`config.mk`:
```
export PLATFORM = sky130hd
export DESIGN_NAME = pwm_symbol_rx
export DESIGN_NICKNAME = d
export VERILOG_FILES = /design/src/rtl/pwm_rx_pkg.sv /design/src/rtl/pwm_rx_sync.sv /design/src/rtl/pwm_rx_timer.sv /design/src/rtl/pwm_rx_classifier.sv /design/src/rtl/pwm_rx_assembler.sv /design/src/rtl/pwm_symbol_rx.sv
export SDC_FILE = /design/constraint.sdc
export NUM_CORES = 1
export LEC_CHECK = 0
export ABC_AREA = 1
export BUFFER_PORTS_ARGS = -buffer_cell sky130_fd_sc_hd__buf_4
export CAP_MARGIN = 10
export CORE_UTILIZATION = 41
export CTS_BUF_LIST = sky130_fd_sc_hd__clkbuf_16
export DETAILED_ROUTE_END_ITERATION = 6
export PLACE_DENSITY = 0.61
export REMOVE_ABC_BUFFERS = 1
export SYNTH_ARGS = -nofsm -noshare
export SYNTH_HDL_FRONTEND = slang
export SYNTH_SLANG_ARGS = --single-unit
```
`constraint.sdc`:
```
create_clock -name clk -period 2.5 [get_ports clk]
set_clock_uncertainty 0.05 [all_clocks]
set_input_delay 0.375 -clock clk [delete_from_list [all_inputs] [get_ports clk]]
set_output_delay 0.375 -clock clk [all_outputs]
set_load 0.05 [all_outputs]
```
`src/rtl/pwm_rx_pkg.sv`:
```
package pwm_rx_pkg;

    // Symbol codes as seen at the sym_kind port
    typedef enum logic [1:0] {
        SK_SOF  = 2'd0,
        SK_ZERO = 2'd1,
        SK_ONE  = 2'd2,
        SK_BRK  = 2'd3
    } sym_kind_e;

    // Dominant pulse already classified, waiting for its period to close
    typedef enum logic [2:0] {
        PD_NONE,
        PD_ZERO,
        PD_ONE,
        PD_SOF,
        PD_BRK
    } pend_e;

    // Passive-time tracker after end-of-data
    typedef enum logic [1:0] {
        PS_IDLE,
        PS_WAIT_EOF,
        PS_WAIT_IFS
    } post_e;

    // Event passed from the classifier to the frame assembler
    typedef struct packed {
        logic      sym;
        sym_kind_e kind;
        logic      eod;
        logic      err;
        logic      eof;
        logic      ifs;
    } rx_evt_t;

    // Window limits in microseconds
    localparam int W_ONE_LO   = 5;
    localparam int W_ONE_HI   = 12;
    localparam int W_ZERO_LO  = 13;
    localparam int W_ZERO_HI  = 20;
    localparam int W_SOF_LO   = 29;
    localparam int W_SOF_HI   = 36;
    localparam int W_BRK_LO   = 37;
    localparam int W_BRK_HI   = 44;
    localparam int P_BIT_LO   = 21;
    localparam int P_BIT_HI   = 28;
    localparam int P_LONG_LO  = 45;
    localparam int P_LONG_HI  = 52;
    localparam int PAS_LO     = 4;
    localparam int PAS_HI     = 15;
    localparam int T_EOD      = 43;
    localparam int T_EOF      = 69;
    localparam int T_IFS      = 86;

    function automatic logic in_win(int v, int lo, int hi);
        return (v >= lo) && (v <= hi);
    endfunction

    function automatic sym_kind_e kind_of(pend_e p);
        case (p)
            PD_ZERO: return SK_ZERO;
            PD_ONE:  return SK_ONE;
            PD_SOF:  return SK_SOF;
            default: return SK_BRK;
        endcase
    endfunction

    function automatic logic is_data(pend_e p);
        return (p == PD_ZERO) || (p == PD_ONE);
    endfunction

endpackage

```
`src/rtl/pwm_rx_sync.sv`:
```
module pwm_rx_sync #(
    parameter int STAGES = 2
) (
    input  logic clk,
    input  logic rst,
    input  logic bus_in,
    output logic rise,
    output logic fall
);
    // sh[0] is the first flop; sh[STAGES-1] is the synchronized level,
    // sh[STAGES] its previous value for edge detection.
    logic [STAGES:0] sh;

    always_ff @(posedge clk) begin
        if (rst) sh <= '0;
        else     sh <= {sh[STAGES-1:0], bus_in};
    end

    assign rise = sh[STAGES-1] & ~sh[STAGES];
    assign fall = ~sh[STAGES-1] & sh[STAGES];
endmodule

```
`src/rtl/pwm_rx_timer.sv`:
```
module pwm_rx_timer #(
    parameter int TICK_DIV = 16,
    parameter int US_W     = 8
) (
    input  logic            clk,
    input  logic            rst,
    input  logic            restart,
    output logic [US_W-1:0] us
);
    localparam int PRE_W = (TICK_DIV > 2) ? $clog2(TICK_DIV) : 1;
    localparam logic [PRE_W-1:0] PRE_TOP = PRE_W'(TICK_DIV - 1);
    localparam logic [US_W-1:0]  US_TOP  = '1;

    logic [PRE_W-1:0] pre;

    // On restart the cycle of the edge itself already counts as elapsed,
    // so the prescaler starts at 1: us = floor(elapsed cycles / TICK_DIV).
    always_ff @(posedge clk) begin
        if (rst) begin
            pre <= '0;
            us  <= '0;
        end else if (restart) begin
            pre <= PRE_W'(1);
            us  <= '0;
        end else if (us != US_TOP) begin
            if (pre == PRE_TOP) begin
                pre <= '0;
                us  <= us + 1'b1;
            end else begin
                pre <= pre + 1'b1;
            end
        end
    end
endmodule

```
`src/rtl/pwm_rx_classifier.sv`:
```
module pwm_rx_classifier
    import pwm_rx_pkg::*;
#(
    parameter int US_W = 8
) (
    input  logic            clk,
    input  logic            rst,
    input  logic            rise,
    input  logic            fall,
    input  logic [US_W-1:0] us,
    output rx_evt_t         evt
);
    logic            in_dom, in_dom_n;
    pend_e           pend, pend_n;
    logic [US_W-1:0] pend_w, pend_w_n;
    post_e           post, post_n;
    rx_evt_t         evt_n;
    logic            ok;
    int              us_i, pas_i;

    always_comb begin
        in_dom_n = in_dom;
        pend_n   = pend;
        pend_w_n = pend_w;
        post_n   = post;
        evt_n    = '0;
        evt_n.kind = SK_SOF;
        us_i     = int'(us);
        pas_i    = int'(us) - int'(pend_w);
        ok       = 1'b0;

        if (rise) begin
            // Close the period of the pending symbol
            if (pend != PD_NONE) begin
                if (is_data(pend))
                    ok = in_win(us_i, P_BIT_LO, P_BIT_HI) &&
                         ((pend != PD_ZERO) || in_win(pas_i, PAS_LO, PAS_HI));
                else
                    ok = in_win(us_i, P_LONG_LO, P_LONG_HI);
                if (ok) begin
                    evt_n.sym  = 1'b1;
                    evt_n.kind = kind_of(pend);
                end else begin
                    evt_n.err  = 1'b1;
                end
            end
            in_dom_n = 1'b1;
            pend_n   = PD_NONE;
            post_n   = PS_IDLE;
        end else if (fall && in_dom) begin
            // Classify the dominant width
            in_dom_n = 1'b0;
            pend_w_n = us;
            if (in_win(us_i, W_ONE_LO, W_ONE_HI))        pend_n = PD_ONE;
            else if (in_win(us_i, W_ZERO_LO, W_ZERO_HI)) pend_n = PD_ZERO;
            else if (in_win(us_i, W_SOF_LO, W_SOF_HI))   pend_n = PD_SOF;
            else if (in_win(us_i, W_BRK_LO, W_BRK_HI))   pend_n = PD_BRK;
            else begin
                pend_n    = PD_NONE;
                evt_n.err = 1'b1;
            end
        end else if (!in_dom) begin
            // Passive-time marks
            if (is_data(pend) && us == US_W'(T_EOD)) begin
                evt_n.sym  = 1'b1;
                evt_n.kind = kind_of(pend);
                evt_n.eod  = 1'b1;
                pend_n     = PD_NONE;
                post_n     = PS_WAIT_EOF;
            end else if (pend == PD_SOF && us == US_W'(P_LONG_HI + 1)) begin
                evt_n.err  = 1'b1;
                pend_n     = PD_NONE;
            end else if (pend == PD_BRK && us == US_W'(P_LONG_HI + 1)) begin
                evt_n.sym  = 1'b1;
                evt_n.kind = SK_BRK;
                pend_n     = PD_NONE;
            end else if (post == PS_WAIT_EOF && us == US_W'(T_EOF)) begin
                evt_n.eof  = 1'b1;
                post_n     = PS_WAIT_IFS;
            end else if (post == PS_WAIT_IFS && us == US_W'(T_IFS)) begin
                evt_n.ifs  = 1'b1;
                post_n     = PS_IDLE;
            end
        end
    end

    always_ff @(posedge clk) begin
        if (rst) begin
            in_dom <= 1'b0;
            pend   <= PD_NONE;
            pend_w <= '0;
            post   <= PS_IDLE;
            evt    <= '0;
        end else begin
            in_dom <= in_dom_n;
            pend   <= pend_n;
            pend_w <= pend_w_n;
            post   <= post_n;
            evt    <= evt_n;
        end
    end
endmodule

```
`src/rtl/pwm_rx_assembler.sv`:
```
module pwm_rx_assembler
    import pwm_rx_pkg::*;
#(
    parameter int BYTE_W = 8
) (
    input  logic              clk,
    input  logic              rst,
    input  rx_evt_t           evt,
    output logic              sym_valid,
    output logic [1:0]        sym_kind,
    output logic              sym_err,
    output logic              byte_valid,
    output logic [BYTE_W-1:0] byte_data,
    output logic              eod,
    output logic              frame_err,
    output logic              eof,
    output logic              ifs
);
    localparam int BC_W = $clog2(BYTE_W);
    localparam logic [BC_W-1:0] LAST = BC_W'(BYTE_W - 1);

    logic              in_frame, in_frame_n;
    logic              eod_ok, eod_ok_n;
    logic [BC_W-1:0]   bcnt, bcnt_n;
    logic [BYTE_W-1:0] sh, sh_n;

    logic              sv_n, se_n, bv_n, eod_n, fe_n, eof_n, ifs_n;
    logic [1:0]        kind_n;
    logic [BYTE_W-1:0] bd_n;

    always_comb begin
        in_frame_n = in_frame;
        eod_ok_n   = eod_ok;
        bcnt_n     = bcnt;
        sh_n       = sh;
        sv_n = 1'b0; se_n = 1'b0; bv_n = 1'b0;
        eod_n = 1'b0; fe_n = 1'b0; eof_n = 1'b0; ifs_n = 1'b0;
        kind_n = sym_kind;
        bd_n   = byte_data;

        if (evt.err) begin
            se_n       = 1'b1;
            in_frame_n = 1'b0;
            bcnt_n     = '0;
            eod_ok_n   = 1'b0;
        end else if (evt.sym) begin
            eod_ok_n = 1'b0;
            case (evt.kind)
                SK_SOF: begin
                    sv_n       = 1'b1;
                    kind_n     = evt.kind;
                    in_frame_n = 1'b1;
                    bcnt_n     = '0;
                end
                SK_BRK: begin
                    sv_n       = 1'b1;
                    kind_n     = evt.kind;
                    in_frame_n = 1'b0;
                    bcnt_n     = '0;
                end
                default: begin
                    if (in_frame) begin
                        sv_n   = 1'b1;
                        kind_n = evt.kind;
                        sh_n   = {sh[BYTE_W-2:0], (evt.kind == SK_ONE)};
                        if (bcnt == LAST) begin
                            bv_n   = 1'b1;
                            bd_n   = sh_n;
                            bcnt_n = '0;
                        end else begin
                            bcnt_n = bcnt + 1'b1;
                        end
                        if (evt.eod) begin
                            eod_n      = 1'b1;
                            fe_n       = (bcnt != LAST);
                            in_frame_n = 1'b0;
                            bcnt_n     = '0;
                            eod_ok_n   = 1'b1;
                        end
                    end
                end
            endcase
        end else if (evt.eof && eod_ok) begin
            eof_n = 1'b1;
        end else if (evt.ifs && eod_ok) begin
            ifs_n    = 1'b1;
            eod_ok_n = 1'b0;
        end
    end

    always_ff @(posedge clk) begin
        if (rst) begin
            in_frame   <= 1'b0;
            eod_ok     <= 1'b0;
            bcnt       <= '0;
            sh         <= '0;
            sym_valid  <= 1'b0;
            sym_kind   <= '0;
            sym_err    <= 1'b0;
            byte_valid <= 1'b0;
            byte_data  <= '0;
            eod        <= 1'b0;
            frame_err  <= 1'b0;
            eof        <= 1'b0;
            ifs        <= 1'b0;
        end else begin
            in_frame   <= in_frame_n;
            eod_ok     <= eod_ok_n;
            bcnt       <= bcnt_n;
            sh         <= sh_n;
            sym_valid  <= sv_n;
            sym_kind   <= kind_n;
            sym_err    <= se_n;
            byte_valid <= bv_n;
            byte_data  <= bd_n;
            eod        <= eod_n;
            frame_err  <= fe_n;
            eof        <= eof_n;
            ifs        <= ifs_n;
        end
    end
endmodule

```
`src/rtl/pwm_symbol_rx.sv`:
```
module pwm_symbol_rx
    import pwm_rx_pkg::*;
#(
    parameter int TICK_DIV    = 16,
    parameter int US_W        = 8,
    parameter int BYTE_W      = 8,
    parameter int SYNC_STAGES = 2
) (
    input  logic              clk,
    input  logic              rst,
    input  logic              bus_in,
    output logic              sym_valid,
    output logic [1:0]        sym_kind,
    output logic              sym_err,
    output logic              byte_valid,
    output logic [BYTE_W-1:0] byte_data,
    output logic              eod,
    output logic              frame_err,
    output logic              eof,
    output logic              ifs
);
    logic            rise, fall;
    logic [US_W-1:0] us;
    rx_evt_t         evt;

    pwm_rx_sync #(.STAGES(SYNC_STAGES)) u_sync (
        .clk    (clk),
        .rst    (rst),
        .bus_in (bus_in),
        .rise   (rise),
        .fall   (fall)
    );

    pwm_rx_timer #(.TICK_DIV(TICK_DIV), .US_W(US_W)) u_tmr (
        .clk     (clk),
        .rst     (rst),
        .restart (rise),
        .us      (us)
    );

    pwm_rx_classifier #(.US_W(US_W)) u_cls (
        .clk  (clk),
        .rst  (rst),
        .rise (rise),
        .fall (fall),
        .us   (us),
        .evt  (evt)
    );

    pwm_rx_assembler #(.BYTE_W(BYTE_W)) u_asm (
        .clk        (clk),
        .rst        (rst),
        .evt        (evt),
        .sym_valid  (sym_valid),
        .sym_kind   (sym_kind),
        .sym_err    (sym_err),
        .byte_valid (byte_valid),
        .byte_data  (byte_data),
        .eod        (eod),
        .frame_err  (frame_err),
        .eof        (eof),
        .ifs        (ifs)
    );
endmodule

```
# After elaboration in Yosys (flattened, before gate mapping)
# Index checks and enable logic that the tools add are counted.
# W data, S select, Z words.
classes:
  addsub: 4
  magnitude_cmp: 14
  eq_ne: 21
  mux: 68
  bitwise: 12
  n_reduce_logical: 46
op_table:
  columns: ["op", "count"]
  rows:
  - ["$mux W3", 20]
  - ["$mux W1", 34]
  - ["$ge A32 B4 Y1 const B", 1]
  - ["$le A32 B5 Y1 const B", 1]
  - ["$le A8 B6 Y1 const B", 3]
  - ["$mux W2", 9]
  - ["$eq A8 B6 Y1 const B", 2]
  - ["$eq A8 B7 Y1 const B", 2]
  - ["$ge A8 B5 Y1 const B", 2]
  - ["$ge A8 B6 Y1 const B", 2]
  - ["$le A8 B5 Y1 const B", 2]
  - ["$logic_and A1 B1 Y1", 16]
  - ["$reduce_or A7 Y1", 2]
  - ["$not A1 Y1", 10]
  - ["$reduce_and A2 Y1", 5]
  - ["$reduce_and A5 Y1", 2]
  - ["$sub A8 B8 Y9", 1]
  - ["$add A8 B1 Y8 const B", 1]
  - ["$ge A8 B3 Y1 const B", 1]
  - ["$ge A8 B4 Y1 const B", 1]
  - ["$le A8 B4 Y1 const B", 1]
  - ["$mux W4", 2]
  - ["$ne A8 B8 Y1 const B", 1]
  - ["$reduce_bool A2 Y1", 4]
  - ["other kinds (27)", 40]
totals:
  register_bits: 65
  input_bits: 3
  output_inout_bits: 17
  word_cells: 192

# Logic depth before layout (Yosys ltp)
logic_depth:
  ltp_word: 11
  mapped_depth: 16

# Cells and area by module
# A second synthesis with hierarchy kept.
unflattened:
  hier_cells: 525
  hier_area_um2: 3493.4
modules_own_cells:
  columns: ["module", "n_inst", "cells_each", "area_each_um2"]
  rows:
  - ["pwm_rx_classifier", 1, 239, 1488.9]
  - ["pwm_rx_assembler", 1, 179, 1281.2]
  - ["pwm_rx_timer", 1, 95, 629.4]
  - ["pwm_rx_sync", 1, 12, 93.8]

# Worst setup path after synthesis
# No wires, ideal clock.
synth_timing:
  path_kind: "register -> register"
  startpoint: "reg u_tmr.us[0]"
  endpoint: "reg u_cls.evt[4] (netlist name)"
  arrival_time_ps: 1868
  setup_slack_ps: 512
  path_stages_with_launch: 16
  path_buffers: 0
  path_cell_list: "dfxtp_1 inv_1 ha_1 inv_1 fa_1 nand2_1 nand2_1 nand3_1 nand2_1 nand2_1 nand2_1 nor2_1 nand3_1 nand2_1 nand3_1 a21oi_1"
synth_between:
  elab_chain_len: 11
synth_rtl:
  columns: ["item", "line_no", "rtl"]
  rows:
  - ["start: declaration", "pwm_rx_timer.sv:8", "output logic [US_W-1:0] us"]
  - ["start signal: assignment", "pwm_rx_timer.sv:28", "us <= us + 1'b1;"]
  - ["$sub A8 B8 Y9", "pwm_rx_classifier.sv:29", "pas_i = int'(us) - int'(pend_w);"]
  - ["$ge A32 B4 Y1 / $le A32 B5 Y1 (equally long branches)", "pwm_rx_pkg.sv:57", "return (v >= lo) && (v <= hi);"]
  - ["$logic_and A1 B1 Y1", "pwm_rx_pkg.sv:57", null]
  - ["$logic_or A1 B1 Y1", "pwm_rx_classifier.sv:37", "((pend != PD_ZERO) || in_win(pas_i, PAS_LO, PAS_HI));"]
  - ["$logic_and A1 B1 Y1", "pwm_rx_classifier.sv:36", "ok = in_win(us_i, P_BIT_LO, P_BIT_HI) &&"]
  - ["$mux W1", "pwm_rx_classifier.sv:35", "if (is_data(pend))"]
  - ["$mux W1", "pwm_rx_classifier.sv:34", "if (pend != PD_NONE) begin"]
  - ["$mux W1", "pwm_rx_classifier.sv:32", "if (rise) begin"]
  - ["$mux W3", "pwm_rx_classifier.sv:40", "if (ok) begin"]
  - ["$mux W3", "pwm_rx_classifier.sv:34", null]
  - ["$mux W3 *", "pwm_rx_classifier.sv:32", null]
# Every way passes the cells marked *; elsewhere a longest branch is shown, timed or not. The select of a mux whose other input is x is not followed.
# A chain may end at the register's enable or synchronous reset.

# Worst setup path in the final report
layout_timing:
  startpoint: "reg u_tmr.us[0]"
  endpoint: "reg u_cls.evt[5] (netlist name)"
layout_between:
  elab_chain_len: 11
layout_rtl:
  columns: ["item", "line_no"]
  rows:
  - ["$sub A8 B8 Y9", "pwm_rx_classifier.sv:29"]
  - ["$ge A32 B4 Y1 / $le A32 B5 Y1 (equally long branches)", "pwm_rx_pkg.sv:57"]
  - ["$logic_and A1 B1 Y1", "pwm_rx_pkg.sv:57"]
  - ["$logic_or A1 B1 Y1", "pwm_rx_classifier.sv:37"]
  - ["$logic_and A1 B1 Y1", "pwm_rx_classifier.sv:36"]
  - ["$mux W1", "pwm_rx_classifier.sv:35"]
  - ["$mux W1", "pwm_rx_classifier.sv:34"]
  - ["$mux W1", "pwm_rx_classifier.sv:32"]
  - ["$mux W3", "pwm_rx_classifier.sv:40"]
  - ["$mux W3", "pwm_rx_classifier.sv:34"]
  - ["$mux W3 *", "pwm_rx_classifier.sv:32"]
# Marks and branches as above.

==> run metrics <==
status=completed; first-pass GRT wire length=~12000 microns; RSZ-0062 raised after global routing=no; Post-synth EDFFs=0; num ports=20; Fin. Hold Viols=0; post-route cell area=slightly below 4000 sq um; Die X=91.6 microns; HPWL after DPL=between 5000 and 6000 microns; setup_tns=0 ns; Worst path slowest cell=fa_1; Design Power=about 2.4 mW; ANT cells=0; TritonCTS clock tree=built; WP data required=between 2 and 3 ns; Worst Path Max Fanout=8; Clk pin slew, worst setup/hold paths=about 0.060 ns; final setup vio count=0; CTS Buf Count=9; # clock sinks=65; Yosys warning count=0; placed cell area=between 3000 and 4000 sq um; cell taking the most area after synthesis=dfxtp_1; Bufs on Longest Clock Path=2; fmax=465 MHz; crit-path cells=inv_2 > ha_1 > inv_1 > fa_1 > nand2_1 > nand2_1 > nand3_1 > nand2_1 > nand2_1 > nand2_1 > nor2_1 > nand3_1 > nand2_1 > nand3_1 > a21oi_1; vias=2859; # hold bufs at CTS=0; Slew @ Worst Pin=approximately 0.51 ns; ys flop type=dfxtp_1; vias in the first global route=around 2800; synth unique cells=40; aggregate global-route resource usage=between 10% and 20%; cell family with most CP delay=simple AND/OR/NAND/NOR gates; share of cells above drive strength 1=a little over an eighth; Worst Path Buf+Inv=2; Min-Delay Path Class=input port to flop; crit-path most repeated cell=nand2_1; top cell type's share of synthesized area=approximately two fifths; die area=8390 sq um; initial core utilization=around 43%; # rows=32; router iterations before antenna repair=5; vias per cell=between 4 and 5; WL/cell=11.6 microns; Post-DRT Antenna Nets=0; crit path DAT=2.36 ns; FFs w/ async S/R, synth=0%; Placer Congestion=0.942; H-tree depth=3; VDD IR-drop max=0.322 mV; max-cap check violation count=0; mean post-synth cell area=between 7 and 8 sq um; Relative slew margins=approximately two thirds; Final Max Slew Viols=0; Final min period=~2.1 ns; Routed WL=between 6000 and 7000 microns; 1st-iter DRT viols=roughly 130; sequential cell area fraction in the yosys report=39.6%; chip height=roughly 92 microns; crit share post-route=a little under nine tenths; Setup CP Type=flop to flop; grt ovf=0; P_leak=between 1.5 and 2 nW; Syn Inst Count=452; Cell Area, Synth=roughly 3300 sq um; crit start category=flop; CTS Root Cell=clkbuf_16; P per Cell Area=between 600 and 700 nW/um^2; clk_lat worst skew=approximately 0.33 ns; largest net degree at the start of global routing=20; antenna violations before repair=0; Layout Nets=around 500; number of remaining DRC errors=0; # Post-CTS Setup Buffers=0; Synth area leaders=dfxtp_1, inv_1, ha_1; area grow syn2layout=17.5%; synthesis-stage register bit count=65; core area=~7700 sq um; Critical Path Sink Type=flop; Worst path max stage delay=about 0.40 ns; Port Buffers=19
[flip-flops by register name, indices dropped and copies added (netlist names), 4 cells and up]
signal / cells
u_cls.evt: 7
u_tmr.us: 8
u_asm.byte_data: 8
u_tmr.pre: 4
u_cls.pend_w: 8
u_asm.sh: 7
[cells by family after synthesis]
family / synth area share [%]
compound gates: 15.3
xor+xnor: 0.266
buf+inv: 10.0
simple gates: 26.6
fa+ha+maj: 8.22
flops: 39.6
[cell usage in the layout (no fill, tap or decap), types with 5 or more instances in the layout]
master     Yosys  routed
nand4_1        5       5
o21ai_1       10      10
inv_1         71      70
nand3_1       30      30
nor3_1         6       6
clkbuf_16      0       9
dfxtp_1       65      65
buf_4          0      22
inv_2          7       8
nand2_1       66      66
ha_1          20      20
o21ai_0       31      31
a21oi_1       40      40
nor2_1        57      57
[cells in the mapped netlist, types with 3 or more instances]
library cell,number
ha_1,20
nand2_2,3
o21ai_0,31
nor3_1,6
dfxtp_1,65
o21ai_1,10
nand4_1,5
clkbuf_1,3
nor2_2,4
a21oi_1,40
inv_2,7
nor2_1,57
inv_1,71
o22ai_1,3
nand3_1,30
nand2_1,66
[report_power, final]
part / switching (mW) / total, mW / leakage [nW] / internal (mW)
sequential: 0.00545 / 1.05 / 0.525 / 1.04
combinational: 0.0391 / 0.0592 / 1.15 / 0.0201
clock: 0.474 / 1.25 / 0.146 / 0.779
total: 0.519 / 2.36 / 1.82 / 1.84
[timing repair]
item                       CTS  global route
setup endpoints to repair    0             2
hold endpoints to repair     0             0
gates resized for setup      0             1
[cell type report]
type	count	area (sq um)
Multi-Input combinational cell	301	1660
Inverter	81	308
Timing Repair Buffer	22	165
Clock inverter	7	77.6
Clock buffer	9	225
Tap cell	102	128
Fill cell	773	3860
Sequential cell	65	1300
[through the flow]
step | setup WS [ns] | util (%) | hold slack, ns | instances
finish | 0.351 | 50.0 | 0.193 | 587
global route | 0.0729 | 50.0 | 0.215 | 587
CTS | 0.259 | 50.0 | 0.187 | 587
detailed placement | 0.289 | 46.1 | 0.347 | 571
global placement | 0.355 | 46.1 | 0.340 | 571
floorplan | 0.512 | - | 0.338 | 447
[layer usage]
layer	vias up	share of wire (%)	global-route usage, %
li1	1529	-	-
met1	1257	48	22.6
met2	61	45	29.5
met3	12	5.2	5.11
met4	0	2.1	8.86
met5	-	0	0
[worst paths after layout]
path | startpoint | end | slack, ns | cells past startpoint
worst min register to register | u_sync.sh[0] | u_sync.sh[1] | 0.35 | 2
worst max-delay path | u_tmr.us[0] | u_cls.evt[5] | 0.35 | 15
worst max register to register | u_tmr.us[0] | u_cls.evt[5] | 0.35 | 15
worst min-delay path | bus_in | u_sync.sh[0] | 0.19 | 3
[worst reg2reg max path: cells and delay by family (launching register included)]
kind	cells	cell delay, ns
compound gates	1	0.14
fa+ha+maj	2	0.56
buf+inv	2	0.18
flops	1	0.34
simple gates	10	0.81
Power figures use the tool's default switching activity.
